$ cat config.mk
export PLATFORM = sky130hd
export DESIGN_NAME = lc_cluster
export DESIGN_NICKNAME = d
export VERILOG_FILES = /design/src/rtl/lc_pkg.sv /design/src/rtl/lc_cfg_chain.sv /design/src/rtl/lc_xbar_pin.sv /design/src/rtl/lc_lut.sv /design/src/rtl/lc_cluster.sv
export SDC_FILE = /design/constraint.sdc
export NUM_CORES = 1
export LEC_CHECK = 0
export BUFFER_PORTS_ARGS = -buffer_cell sky130_fd_sc_hd__buf_2
export CAP_MARGIN = 20
export CELL_PAD_IN_SITES_DETAIL_PLACEMENT = 0
export CELL_PAD_IN_SITES_GLOBAL_PLACEMENT = 1
export CORE_ASPECT_RATIO = 1.2
export CORE_MARGIN = 3
export CORE_UTILIZATION = 50
export CTS_BUF_LIST = sky130_fd_sc_hd__clkbuf_16
export DETAILED_ROUTE_END_ITERATION = 8
export PLACE_DENSITY = 0.91
export SLEW_MARGIN = 20
export SYNTH_ARGS = -nofsm -noshare
export SYNTH_HDL_FRONTEND = slang
export SYNTH_SLANG_ARGS = --single-unit
$ cat constraint.sdc
create_clock -name clk -period 20.6 [get_ports clk]
set_clock_uncertainty 0.1 [all_clocks]
set_input_delay 1.03 -clock clk [delete_from_list [all_inputs] [get_ports clk]]
set_output_delay 1.03 -clock clk [all_outputs]
set_load 0.02 [all_outputs]
$ cat src/rtl/lc_pkg.sv
package lc_pkg;
    localparam int unsigned LC_N_IN   = 10;
    localparam int unsigned LC_N_ELEM = 4;
    localparam int unsigned LC_K      = 4;
endpackage

$ cat src/rtl/lc_cfg_chain.sv
module lc_cfg_chain #(
    parameter int unsigned W = 132
) (
    input  logic         clk,
    input  logic         shift_en,
    input  logic         bit_in,
    output logic [W-1:0] image,
    output logic         bit_out
);
    typedef struct packed {
        logic [W-1:0] img;
    } chain_t;

    chain_t ch_d, ch_q;

    always_comb begin
        ch_d = ch_q;
        if (shift_en) begin
            ch_d.img = {ch_q.img[W-2:0], bit_in};
        end
    end

    always_ff @(posedge clk) begin
        ch_q <= ch_d;
    end

    assign image   = ch_q.img;
    assign bit_out = ch_q.img[W-1];
endmodule

$ cat src/rtl/lc_xbar_pin.sv
module lc_xbar_pin #(
    parameter int unsigned N_IN   = 10,
    parameter int unsigned N_ELEM = 4,
    parameter int unsigned SEL_W  = 4
) (
    input  logic [SEL_W-1:0]  sel,
    input  logic [N_IN-1:0]   src_in,
    input  logic [N_ELEM-1:0] src_fb,
    output logic              pin
);
    localparam int unsigned N_SRC = N_IN + N_ELEM;

    logic [N_SRC-1:0] sources;

    assign sources = {src_fb, src_in};

    always_comb begin
        pin = 1'b0;
        for (int s = 0; s < int'(N_SRC); s++) begin
            if (sel == SEL_W'(s)) begin
                pin = sources[s];
            end
        end
    end
endmodule

$ cat src/rtl/lc_lut.sv
module lc_lut #(
    parameter int unsigned K = 4
) (
    input  logic [(1<<K)-1:0] tt,
    input  logic [K-1:0]      idx,
    output logic              y
);
    assign y = tt[idx];
endmodule

$ cat src/rtl/lc_cluster.sv
module lc_cluster #(
    parameter int unsigned N_IN   = lc_pkg::LC_N_IN,
    parameter int unsigned N_ELEM = lc_pkg::LC_N_ELEM,
    parameter int unsigned K      = lc_pkg::LC_K
) (
    input  logic              clk,
    input  logic              rst,
    input  logic              cfg_en,
    input  logic              cfg_si,
    input  logic [N_IN-1:0]   pin_in,
    output logic [N_ELEM-1:0] pin_out,
    output logic              cfg_so
);
    localparam int unsigned N_SRC   = N_IN + N_ELEM;
    localparam int unsigned SEL_W   = $clog2(N_SRC + 1);
    localparam int unsigned N_PIN   = N_ELEM * K;
    localparam int unsigned TT_W    = 1 << K;
    localparam int unsigned OS_BASE = N_PIN * SEL_W;
    localparam int unsigned TT_BASE = OS_BASE + N_ELEM;
    localparam int unsigned CFG_W   = TT_BASE + N_ELEM * TT_W;
    localparam int unsigned N_PASS  = N_ELEM;

    typedef struct packed {
        logic [N_ELEM-1:0] ff;
    } elem_state_t;

    logic [CFG_W-1:0]           cfg_image;
    logic [N_ELEM-1:0]          osel;
    logic [N_ELEM-1:0]          ff_q;
    logic [N_ELEM-1:0]          lut_final;
    logic [(N_PASS+1)*N_ELEM-1:0] fb_flat;
    logic [N_PASS*N_ELEM-1:0]     lut_flat;
    elem_state_t                st_d, st_q;

    lc_cfg_chain #(.W(CFG_W)) u_chain (
        .clk      (clk),
        .shift_en (cfg_en),
        .bit_in   (cfg_si),
        .image    (cfg_image),
        .bit_out  (cfg_so)
    );

    assign osel = cfg_image[OS_BASE +: N_ELEM];
    assign ff_q = st_q.ff;

    // Pass 0 starts from registered values only; each later pass resolves
    // one more level of unregistered feedback.
    assign fb_flat[0 +: N_ELEM] = osel & ff_q;

    for (genvar p = 0; p < N_PASS; p++) begin : g_pass
        for (genvar e = 0; e < N_ELEM; e++) begin : g_elem
            logic [K-1:0] idx;
            for (genvar i = 0; i < K; i++) begin : g_pin
                lc_xbar_pin #(
                    .N_IN   (N_IN),
                    .N_ELEM (N_ELEM),
                    .SEL_W  (SEL_W)
                ) u_xb (
                    .sel    (cfg_image[(e*K + i)*SEL_W +: SEL_W]),
                    .src_in (pin_in),
                    .src_fb (fb_flat[p*N_ELEM +: N_ELEM]),
                    .pin    (idx[i])
                );
            end
            lc_lut #(.K(K)) u_lut (
                .tt  (cfg_image[TT_BASE + e*TT_W +: TT_W]),
                .idx (idx),
                .y   (lut_flat[p*N_ELEM + e])
            );
            assign fb_flat[(p+1)*N_ELEM + e] =
                osel[e] ? ff_q[e] : lut_flat[p*N_ELEM + e];
        end
    end

    assign lut_final = lut_flat[(N_PASS-1)*N_ELEM +: N_ELEM];

    always_comb begin
        st_d = st_q;
        if (rst) begin
            st_d.ff = '0;
        end else begin
            st_d.ff = lut_final;
        end
    end

    always_ff @(posedge clk) begin
        st_q <= st_d;
    end

    assign pin_out = (osel & ff_q) | (~osel & lut_final);
endmodule

# After elaboration in Yosys (flattened, before gate mapping)
# Index checks and enable logic that the tools add are counted.
dict set report word_totals {
  ff_bits 136
  input_bits 14
  output_inout_bits 5
  elab_cells 706
}
dict set report classes {
  n_lt_le_gt_ge 16
  eq_ne 208
  mux 460
  bitwise_logic 4
  reduce_logical 16
}
# operator count
set op_table {}
lappend op_table {{$mux 1} 444}
lappend op_table {{$eq 4x4->1 const B} 96}
lappend op_table {{$eq 4x3->1 const B} 64}
lappend op_table {{$eq 4x2->1 const B} 32}
lappend op_table {{$lt 4x5->1 const B} 16}
lappend op_table {{$bmux 1 s4} 16}
lappend op_table {{$eq 4x1->1 const B} 16}
lappend op_table {{$logic_not 4->1} 16}
lappend op_table {{$and 4x4->4} 2}
lappend op_table {{$not 4->4} 1}
lappend op_table {{$or 4x4->4} 1}

# Logic depth before layout (Yosys ltp)
# Gate-level depths: netlist of the first run.
dict set report logic_depth {
  depth_word 40
  depth_mapped 30
  mapped_depth_nobuf 24
}

# By module
# A second synthesis of the first run with hierarchy kept.
dict set report hier_totals {
  hier_cells 1617
  hier_area_um2 17737.0
}
# module instances cells_each area_each_um2 seq_area_each_um2
set by_module_without_submodules {}
lappend by_module_without_submodules {lc_xbar_pin 64 21 176.4 0.0}
lappend by_module_without_submodules {lc_cfg_chain 1 133 3971.3 3963.8}
lappend by_module_without_submodules {lc_lut 16 7 135.1 0.0}
lappend by_module_without_submodules {lc_cluster 1 28 312.8 80.1}

# Worst setup path before layout of the first run
# OpenSTA, ideal clock, no wires.
dict set report synth_path {
  kind {input-to-output}
  start {input pin_in[3]}
  end {output pin_out[2]}
  arrival_time_ns 7.604
  required_ns 19.470
  slack_ns 11.866
  stages 26
  path_buffers 3
  cell_sequence {mux2_2 -> a311o_1 -> o31a_1 -> buf_6 -> mux2_4 -> a311o_1 -> a211oi_4 -> nor2_2 -> a2111oi_4 -> o2111ai_1 -> and3b_1 -> or4_1 -> buf_4 -> a221oi_4 -> o211ai_4 -> mux2_4 -> or3_1 -> nand4_2 -> nand2_4 -> buf_6 -> a21oi_1 -> o22ai_4 -> mux2i_1 -> a22oi_1 -> a31oi_1 -> o31ai_1}
}
dict set report synth_via {
  elab_chain_cells 36
  word_cells_on_any_way 360
  cone_classes {358 x mux; 2 x bitwise}
}
# item line_no
set synth_lines {}
lappend synth_lines {{start: declaration} lc_cluster.sv:10} ;# input logic [N_IN-1:0] pin_in,
lappend synth_lines {{$mux 1 (11 in series)} lc_xbar_pin.sv:20} ;# if (sel == SEL_W'(s)) begin
lappend synth_lines {{$bmux 1 s4} lc_lut.sv:8} ;# assign y = tt[idx];
lappend synth_lines {{$mux 1 (not written as such)} lc_lut.sv:8}
lappend synth_lines {{$mux 1} lc_cluster.sv:71} ;# osel[e] ? ff_q[e] : lut_flat[p*N_ELEM + e];
lappend synth_lines {{$mux 1 (4 in series)} lc_xbar_pin.sv:20}
lappend synth_lines {{$bmux 1 s4} lc_lut.sv:8}
lappend synth_lines {{$mux 1 (not written as such)} lc_lut.sv:8}
lappend synth_lines {{$mux 1} lc_cluster.sv:71}
lappend synth_lines {{$mux 1 (4 in series)} lc_xbar_pin.sv:20}
lappend synth_lines {{$bmux 1 s4} lc_lut.sv:8}
lappend synth_lines {{$mux 1 (not written as such)} lc_lut.sv:8}
lappend synth_lines {{$mux 1} lc_cluster.sv:71}
lappend synth_lines {{$mux 1 (4 in series)} lc_xbar_pin.sv:20}
lappend synth_lines {{$bmux 1 s4 *} lc_lut.sv:8}
lappend synth_lines {{$mux 1 (not written as such) *} lc_lut.sv:8}
lappend synth_lines {{$and 4x4->4 *} lc_cluster.sv:90} ;# assign pin_out = (osel & ff_q) | (~osel & lut_final);
lappend synth_lines {{$or 4x4->4 *} lc_cluster.sv:90}
lappend synth_lines {{end: declaration} lc_cluster.sv:11} ;# output logic [N_ELEM-1:0] pin_out,
# Every way passes the cells marked *; elsewhere a longest branch is shown, timed or not. The select of a mux whose other input is x is not followed.

# Worst setup path in the final report of the first run
dict set report layout_path {
  start {register u_chain.ch_q, in the netlist u_chain.image[67]}
  end {output pin_out[1]}
}
dict set report layout_via {
  elab_chain_cells 27
  word_cells_on_any_way 201
  cone_classes {198 x mux; 3 x bitwise}
}
# item line_no
set layout_lines {}
lappend layout_lines {{start: declaration} lc_cfg_chain.sv:14} ;# chain_t ch_d, ch_q;
lappend layout_lines {{start signal: assignment} lc_cfg_chain.sv:24} ;# ch_q <= ch_d;
lappend layout_lines {{$and 4x4->4} lc_cluster.sv:48} ;# assign fb_flat[0 +: N_ELEM] = osel & ff_q;
lappend layout_lines {{$mux 1} lc_xbar_pin.sv:20}
lappend layout_lines {{$bmux 1 s4} lc_lut.sv:8}
lappend layout_lines {{$mux 1 (not written as such)} lc_lut.sv:8}
lappend layout_lines {{$mux 1} lc_cluster.sv:71}
lappend layout_lines {{$mux 1 (4 in series)} lc_xbar_pin.sv:20}
lappend layout_lines {{$bmux 1 s4} lc_lut.sv:8}
lappend layout_lines {{$mux 1 (not written as such)} lc_lut.sv:8}
lappend layout_lines {{(+5 left out)} n/a}
lappend layout_lines {{$bmux 1 s4} lc_lut.sv:8}
lappend layout_lines {{$mux 1 (not written as such)} lc_lut.sv:8}
lappend layout_lines {{$mux 1} lc_cluster.sv:71}
lappend layout_lines {{$mux 1 (4 in series)} lc_xbar_pin.sv:20}
lappend layout_lines {{$bmux 1 s4 *} lc_lut.sv:8}
lappend layout_lines {{$mux 1 (not written as such) *} lc_lut.sv:8}
lappend layout_lines {{$and 4x4->4 *} lc_cluster.sv:90}
lappend layout_lines {{$or 4x4->4 *} lc_cluster.sv:90}
# Marks and branches as above.

==> results of run 1 <==
==> cell usage in the layout, fill, tap and decap left out, drive strengths merged, types with 8 or more instances in the layout <==
cell and instances:
mux2i 113, o21a 10, a211oi 26, a2111oi 11
nand4b 8, a221oi 13, or3b 9, and2 25
o21ai 57, nor2 96, or3 10, o31ai 18
nand4 12, nor2b 16, nor3 30, a21boi 9
clkbuf 17, inv 52, mux4 26, and3 11
edfxtp 132, o221ai 9, a22oi 19, o22ai 20
nand2b 24, o2111ai 11, mux2 17, or2 15
nand2 81, o211ai 12, a31oi 27, o32ai 8
buf 25, a21oi 71, nand3 60, a211o 14
nand3b 28, o311ai 8, and4b 8
==> power by group through the flow <==
stage | combinational, mW | clock [mW] | sequential, mW
2_1_floorplan | 0.302 | 0 | 0.342
3_3_place_gp | 0.386 | 0 | 0.364
3_5_place_dp | 0.391 | 0 | 0.364
4_1_cts | 0.393 | 0.329 | 0.359
5_1_grt | 0.428 | 0.342 | 0.363
6_report | 0.408 | 0.330 | 0.360
==> flip-flops by register name, summed over array words and instances, names as in the netlist <==
| register | flops |
|---|---|
| ff_q | 4 |
| u_chain.image | 132 |
==> critical path, delay by kind of cell (launching register included) <==
kind / cells / cell delay, ns
multiplexers: 7 / 1.61
flip-flops: 1 / 0.59
AO/OA/AOI/OAI: 12 / 5.07
buffers and inverters: 1 / 0.20
AND/OR/NAND/NOR: 5 / 2.25
==> layout make-up <==
class	instances	area, sq um	area share
timing repair buffer	25	165	0.0124
clock buffer	17	425	0.0318
inverter	51	191	0.0143
tap	325	407	0.0304
sequential	136	4040	0.302
multi-input combinational	1042	7950	0.595
clock inverter	14	184	0.0138
==> kinds of logic after synthesis <==
family          after synthesis  share of synthesized area
compound gates              412                      0.261
simple gates                474                      0.216
buf+inv                     120                     0.0509
flops                       136                      0.320
mux                         156                      0.152
==> final timing paths <==
kind / endpoint / slack, ns / cells after the start
setup reg to reg: ff_q[1] / 10.77 / 23
setup / recovery: pin_out[1] / 9.30 / 25
hold / removal: u_chain.image[117] / 0.42 / 0
hold reg to reg: u_chain.image[117] / 0.42 / 0
==> metrics by stage <==
step	power (mW)	setup slack [ns]	hold WS [ns]	util	instances
global placement	0.751	9.88	0.385	0.513	1578
finish	1.10	9.30	0.418	0.538	1610
CTS	1.08	9.58	0.423	0.537	1609
floorplan	0.644	11.87	0.321	-	1298
global route	1.13	8.92	0.444	0.538	1610
detailed placement	0.755	9.73	0.399	0.513	1578
==> per-layer routing <==
metal | wire, um | vias up | global-route usage
li1 | - | 5164 | -
met1 | 16900 | 5695 | 0.425
met4 | 3030 | 2 | 0.193
met5 | 13 | - | 0
met3 | 4580 | 245 | 0.0767
met2 | 19600 | 751 | 0.479
==> results.py, run 1 <==
metrics = {
    "finish": {
        "num-fill-cells": 2191,
        "num_antenna_cells": 0,
        "syn_to_final_growth_pct": 5.77,
        "drive_above_1_share": 0.162,
        "layout.nets": 1287,
        "design_area_sq_mm": 0.0134,
    },
    "yosys": {
        "synth.cells.most_frequent": "edfxtp_1, mux2i_1, nor2_1, nand2_1, a21oi_1",
        "syn_area_sq_mm": 0.0126,
        "post-synth-top-count-cell": "edfxtp_1",
        "synth_top_cell_area_share": 0.314,
        "ys_ff_latch": 136,
        "synth_ff_type": "edfxtp_1",
        "ys_types": 136,
        "async_flop_share": 0,
        "synth_fp_nets": 1312,
        "synth_edf_count": 132,
        "ys_seq_area_frac": 0.320,
        "netlist_instances": 1298,
        "synth_warnings": 0,
        "synth.avg_cell_area_sq_um": 9.74,
        "synth_top_area_cell": "edfxtp_1",
        "synthTopCellsByArea": "edfxtp_1, mux2i_1, mux4_2",
    },
    "global_routing": {
        "antenna_found_initial": 1,
        "grt_pass1_vias": 11074,
        "grt_max_degree": 83,
        "gr-total-overflow": 0,
        "track_usage": 0.323,
        "grt_pass1_wl_um": 67100,
    },
    "placed_design": {
        "post_dp_cell_area_sq_mm": 0.0127,
        "routabilityCongestion": 1.01,
        "hpwl_um": 31400,
        "io_buffers": 18,
    },
    "clock_tree": {
        "cts-root-buf": "clkbuf_16",
        "clk_latency_ns": 0.45,
        "post_cts_resized": 0,
        "cts.htree.levels": 4,
        "clock_sinks": 136,
        "clkSlewWorstSetupHoldPaths_ns": 0.07,
        "post_cts_buffers": 0,
        "cts_max_path_buffers": 2,
        "cts_tree": "built",
        "holdBufCountCts": 0,
        "cts_buffers": 17,
    },
    "critical_path": {
        "required_ns": 19.47,
        "cp-start-kind": "flip-flop",
        "crit_top_cell": "mux2i_1",
        "worstSetupPathType": "flip-flop to primary output",
        "cpMaxStageDelayCell": "or4_1",
        "r2r_start": "u_chain.image[67]",
        "cpPeakStageDelay_ns": 0.90,
        "crit_path_start": "u_chain.image[67]",
        "crit_arrival_ns": 10.17,
        "end_kind": "primary output",
        "crit_fanout": 12,
    },
    "pwr": {
        "p_switching_uw": 429,
        "p_per_area_mw_per_mm2": 82.1,
        "p_comb_frac": 0.371,
        "leakage_nw": 4.76,
        "power_frac_clock": 0.301,
        "pwr-share-seq": 0.328,
        "peakVddDrop_mv": 0.0580,
        "switching_share": 0.390,
        "p_int_uw": 669,
    },
    "sta": {
        "drv_slew": 0,
        "rsz0062_at_grt": "false",
        "fin_crit_sh": 0.549,
        "min_period_ns": 11.30,
        "fmax_mhz": 88.5,
        "finalHoldViolCount": 0,
        "relSlewSlack": 0.249,
        "tns_ns": 0,
        "worst-slew-pin-transition_ns": 1.12,
        "setup_violations": 0,
    },
    "floorplan": {
        "die_x_um": 151,
        "io_pins": 19,
        "initial_core_util": 0.509,
        "dieArea_sq_mm": 0.0272,
        "num_rows": 63,
        "core_area_sq_mm": 0.0248,
        "die_h_um": 180,
    },
    "detailed_routing": {
        "ant_nets": 0,
        "num_vias": 11857,
        "route.detailed.drc": 0,
        "drt-total-wl_um": 44200,
        "vias_per_cell": 7.36,
        "dr.pass1.iters": 8,
        "drt_iter0_markers": 1478,
        "wire_per_inst_um": 27.4,
    },
    "hold_path": {
        "holdCritPathClass": "flip-flop to flip-flop",
        "hold_start": "u_chain.image[116]",
    },
    "status": {
        "status": "completed",
    },
    "job": {
        "maxCapViolations": 0,
    },
}
Power figures use the tool's default switching activity.
==> run 2, diff against run 1 <==
- ABC_AREA: unset -> 1
- CORE_UTILIZATION: 50 -> 47
- PLACE_DENSITY: 0.91 -> 0.93
- clock period: 20.6 -> 11.01 ns (I/O delays scaled with it)
==> results.py, run 2 <==
metrics = {
    "status": {
        "status": "completed",
    },
    "sta": {
        "finalHoldViolCount": 0,
        "rsz0062_at_grt": "false",
        "setup_violations": 0,
        "fmax_mhz": 123,
        "relSlewSlack": 0.314,
        "drv_slew": 0,
        "worst-slew-pin-transition_ns": 1.02,
        "fin_crit_sh": 0.736,
        "min_period_ns": 8.10,
        "tns_ns": 0,
    },
    "yosys": {
        "synth_top_cell_area_share": 0.329,
        "ys_seq_area_frac": 0.336,
        "synth.cells.most_frequent": "nand2_1, nand3_1, inv_1, edfxtp_1, o21ai_0",
        "ys_ff_latch": 136,
        "synth_top_area_cell": "edfxtp_1",
        "synth.avg_cell_area_sq_um": 6.67,
        "post-synth-top-count-cell": "nand2_1",
        "synth_fp_nets": 1820,
        "syn_area_sq_mm": 0.0120,
        "synth_warnings": 0,
        "ys_types": 44,
        "synth_ff_type": "edfxtp_1",
        "synthTopCellsByArea": "edfxtp_1, nand3_1, nand2_1",
        "synth_edf_count": 132,
        "netlist_instances": 1806,
        "async_flop_share": 0,
    },
    "critical_path": {
        "crit_top_cell": "nand3_1",
        "crit_fanout": 23,
        "crit_arrival_ns": 7.45,
        "required_ns": 10.36,
        "cpMaxStageDelayCell": "nand2_1",
        "cp-start-kind": "flip-flop",
        "end_kind": "primary output",
        "r2r_setup_slack_ns": 4.00,
        "cpPeakStageDelay_ns": 0.76,
        "worstSetupPathType": "flip-flop to primary output",
    },
    "pwr": {
        "p_per_area_mw_per_mm2": 146,
        "p_switching_uw": 749,
        "peakVddDrop_mv": 0.0988,
        "p_comb_frac": 0.333,
        "power_frac_clock": 0.323,
        "leakage_nw": 5.78,
        "p_int_mw": 1.14,
        "pwr-share-seq": 0.344,
        "switching_share": 0.396,
    },
    "floorplan": {
        "core_area_sq_mm": 0.0250,
        "num_rows": 63,
        "die_x_um": 152,
        "io_pins": 19,
        "dieArea_sq_mm": 0.0276,
        "initial_core_util": 0.482,
        "die_h_um": 181,
    },
    "detailed_routing": {
        "dr.pass1.iters": 6,
        "ant_nets": 0,
        "drt_iter0_markers": 1550,
        "vias_per_cell": 6.07,
        "wire_per_inst_um": 19.8,
        "drt-total-wl_um": 42700,
        "route.detailed.drc": 0,
        "num_vias": 13082,
    },
    "global_routing": {
        "track_usage": 0.308,
        "antenna_found_initial": 0,
        "grt_max_degree": 76,
        "grt_pass1_vias": 11853,
        "grt_pass1_wl_um": 68000,
        "gr-total-overflow": 0,
    },
    "hold_path": {
        "holdCritPathClass": "input pin to flip-flop",
    },
    "finish": {
        "layout.nets": 1831,
        "num_antenna_cells": 0,
        "syn_to_final_growth_pct": 7.85,
        "largest_reg_flops": 132,
        "layout_commonest_cell": "nand2_1",
        "drive_above_1_share": 0.105,
        "layoutNonFillerInstCount": 2154,
        "layout_common_cells": "nand2_1, nand3_1, inv_1",
    },
    "clock_tree": {
        "post_cts_buffers": 0,
        "clkSlewWorstSetupHoldPaths_ns": 0.06,
        "clk_latency_ns": 0.45,
        "cts_buffers": 17,
        "post_cts_resized": 0,
        "holdBufCountCts": 0,
        "cts_max_path_buffers": 2,
        "cts_tree": "built",
        "cts.htree.levels": 4,
        "cts-root-buf": "clkbuf_16",
        "clock_sinks": 136,
    },
    "job": {
        "maxCapViolations": 0,
    },
    "placed_design": {
        "dp_cells": 2123,
        "routabilityCongestion": 0.997,
        "hpwl_um": 31900,
        "io_buffers": 18,
    },
}
## run 2: cell types whose count changed in the layout (fill, tap and decap cells not counted), moves of 43 or more
cell,before,now
nand2_2,1,44
mux2i_1,112,0
nand2_1,78,474
nand3_1,56,445
o21ai_0,49,101
inv_1,52,207
## run 2: layer usage
layer	routed length (um)	part of all wire	GRT usage	vias to the layer above
met5	0	0	0	-
met4	1330	0.031	0.109	0
met3	4070	0.095	0.0580	103
met2	18800	0.44	0.462	747
met1	18500	0.43	0.443	6058
li1	-	-	-	6174
## run 2: critical path: cells and delay by family (launching register included)
| kind | cells | cell delay, ns |
|---|---|---|
| DFF | 1 | 0.42 |
| AOI/OAI and AO/OA | 2 | 0.56 |
| buffers and inverters | 5 | 1.01 |
| and+or+nand+nor | 37 | 4.97 |
## run 2: through the flow
stage | hold WS, ns | total power [mW] | setup WS [ns] | cell area, sq um | utilization
floorplan | 0.321 | 1.09 | 5.78 | 12000 | -
global placement | 0.358 | 1.27 | 3.60 | 12400 | 0.496
detailed placement | 0.366 | 1.28 | 3.56 | 12400 | 0.496
CTS | 0.174 | 1.88 | 3.08 | 13000 | 0.520
global route | 0.171 | 1.99 | 2.27 | 13000 | 0.520
finish | 0.187 | 1.89 | 2.91 | 13000 | 0.520
## run 2: final timing paths
path                startpoint               end  depth (start not counted)
max reg2reg  u_chain.image[64]           ff_q[2]                         34
min reg2reg   u_chain.image[6]  u_chain.image[7]                          0
min                     cfg_si  u_chain.image[0]                          1
max          u_chain.image[64]        pin_out[3]                         44
## run 2: area by class of cell
cell class / count / area, sq um
clock buffers: 17 / 425
clock inverters: 14 / 174
fillers: 2472 / 12000
inverters: 241 / 907
multi-input cells: 1399 / 6900
flip-flops and latches: 136 / 4040
well taps: 325 / 407
repair buffers: 22 / 126
## run 2: cells by family (layout without fill, tap and decap cells)
| group | after synthesis | after routing | synth area share |
|---|---|---|---|
| and+or+nand+nor | 1159 | 1159 | 0.460 |
| buffers and inverters | 271 | 294 | 0.0909 |
| AOI/OAI and AO/OA | 240 | 240 | 0.113 |
| DFF | 136 | 136 | 0.336 |
## run 2: power by group through the flow
stage	clock network [mW]	registers [mW]	logic, mW
3_3_place_gp	0	0.660	0.611
6_report	0.610	0.651	0.629
4_1_cts	0.611	0.650	0.617
3_5_place_dp	0	0.660	0.615
2_1_floorplan	0	0.638	0.456
5_1_grt	0.635	0.656	0.695
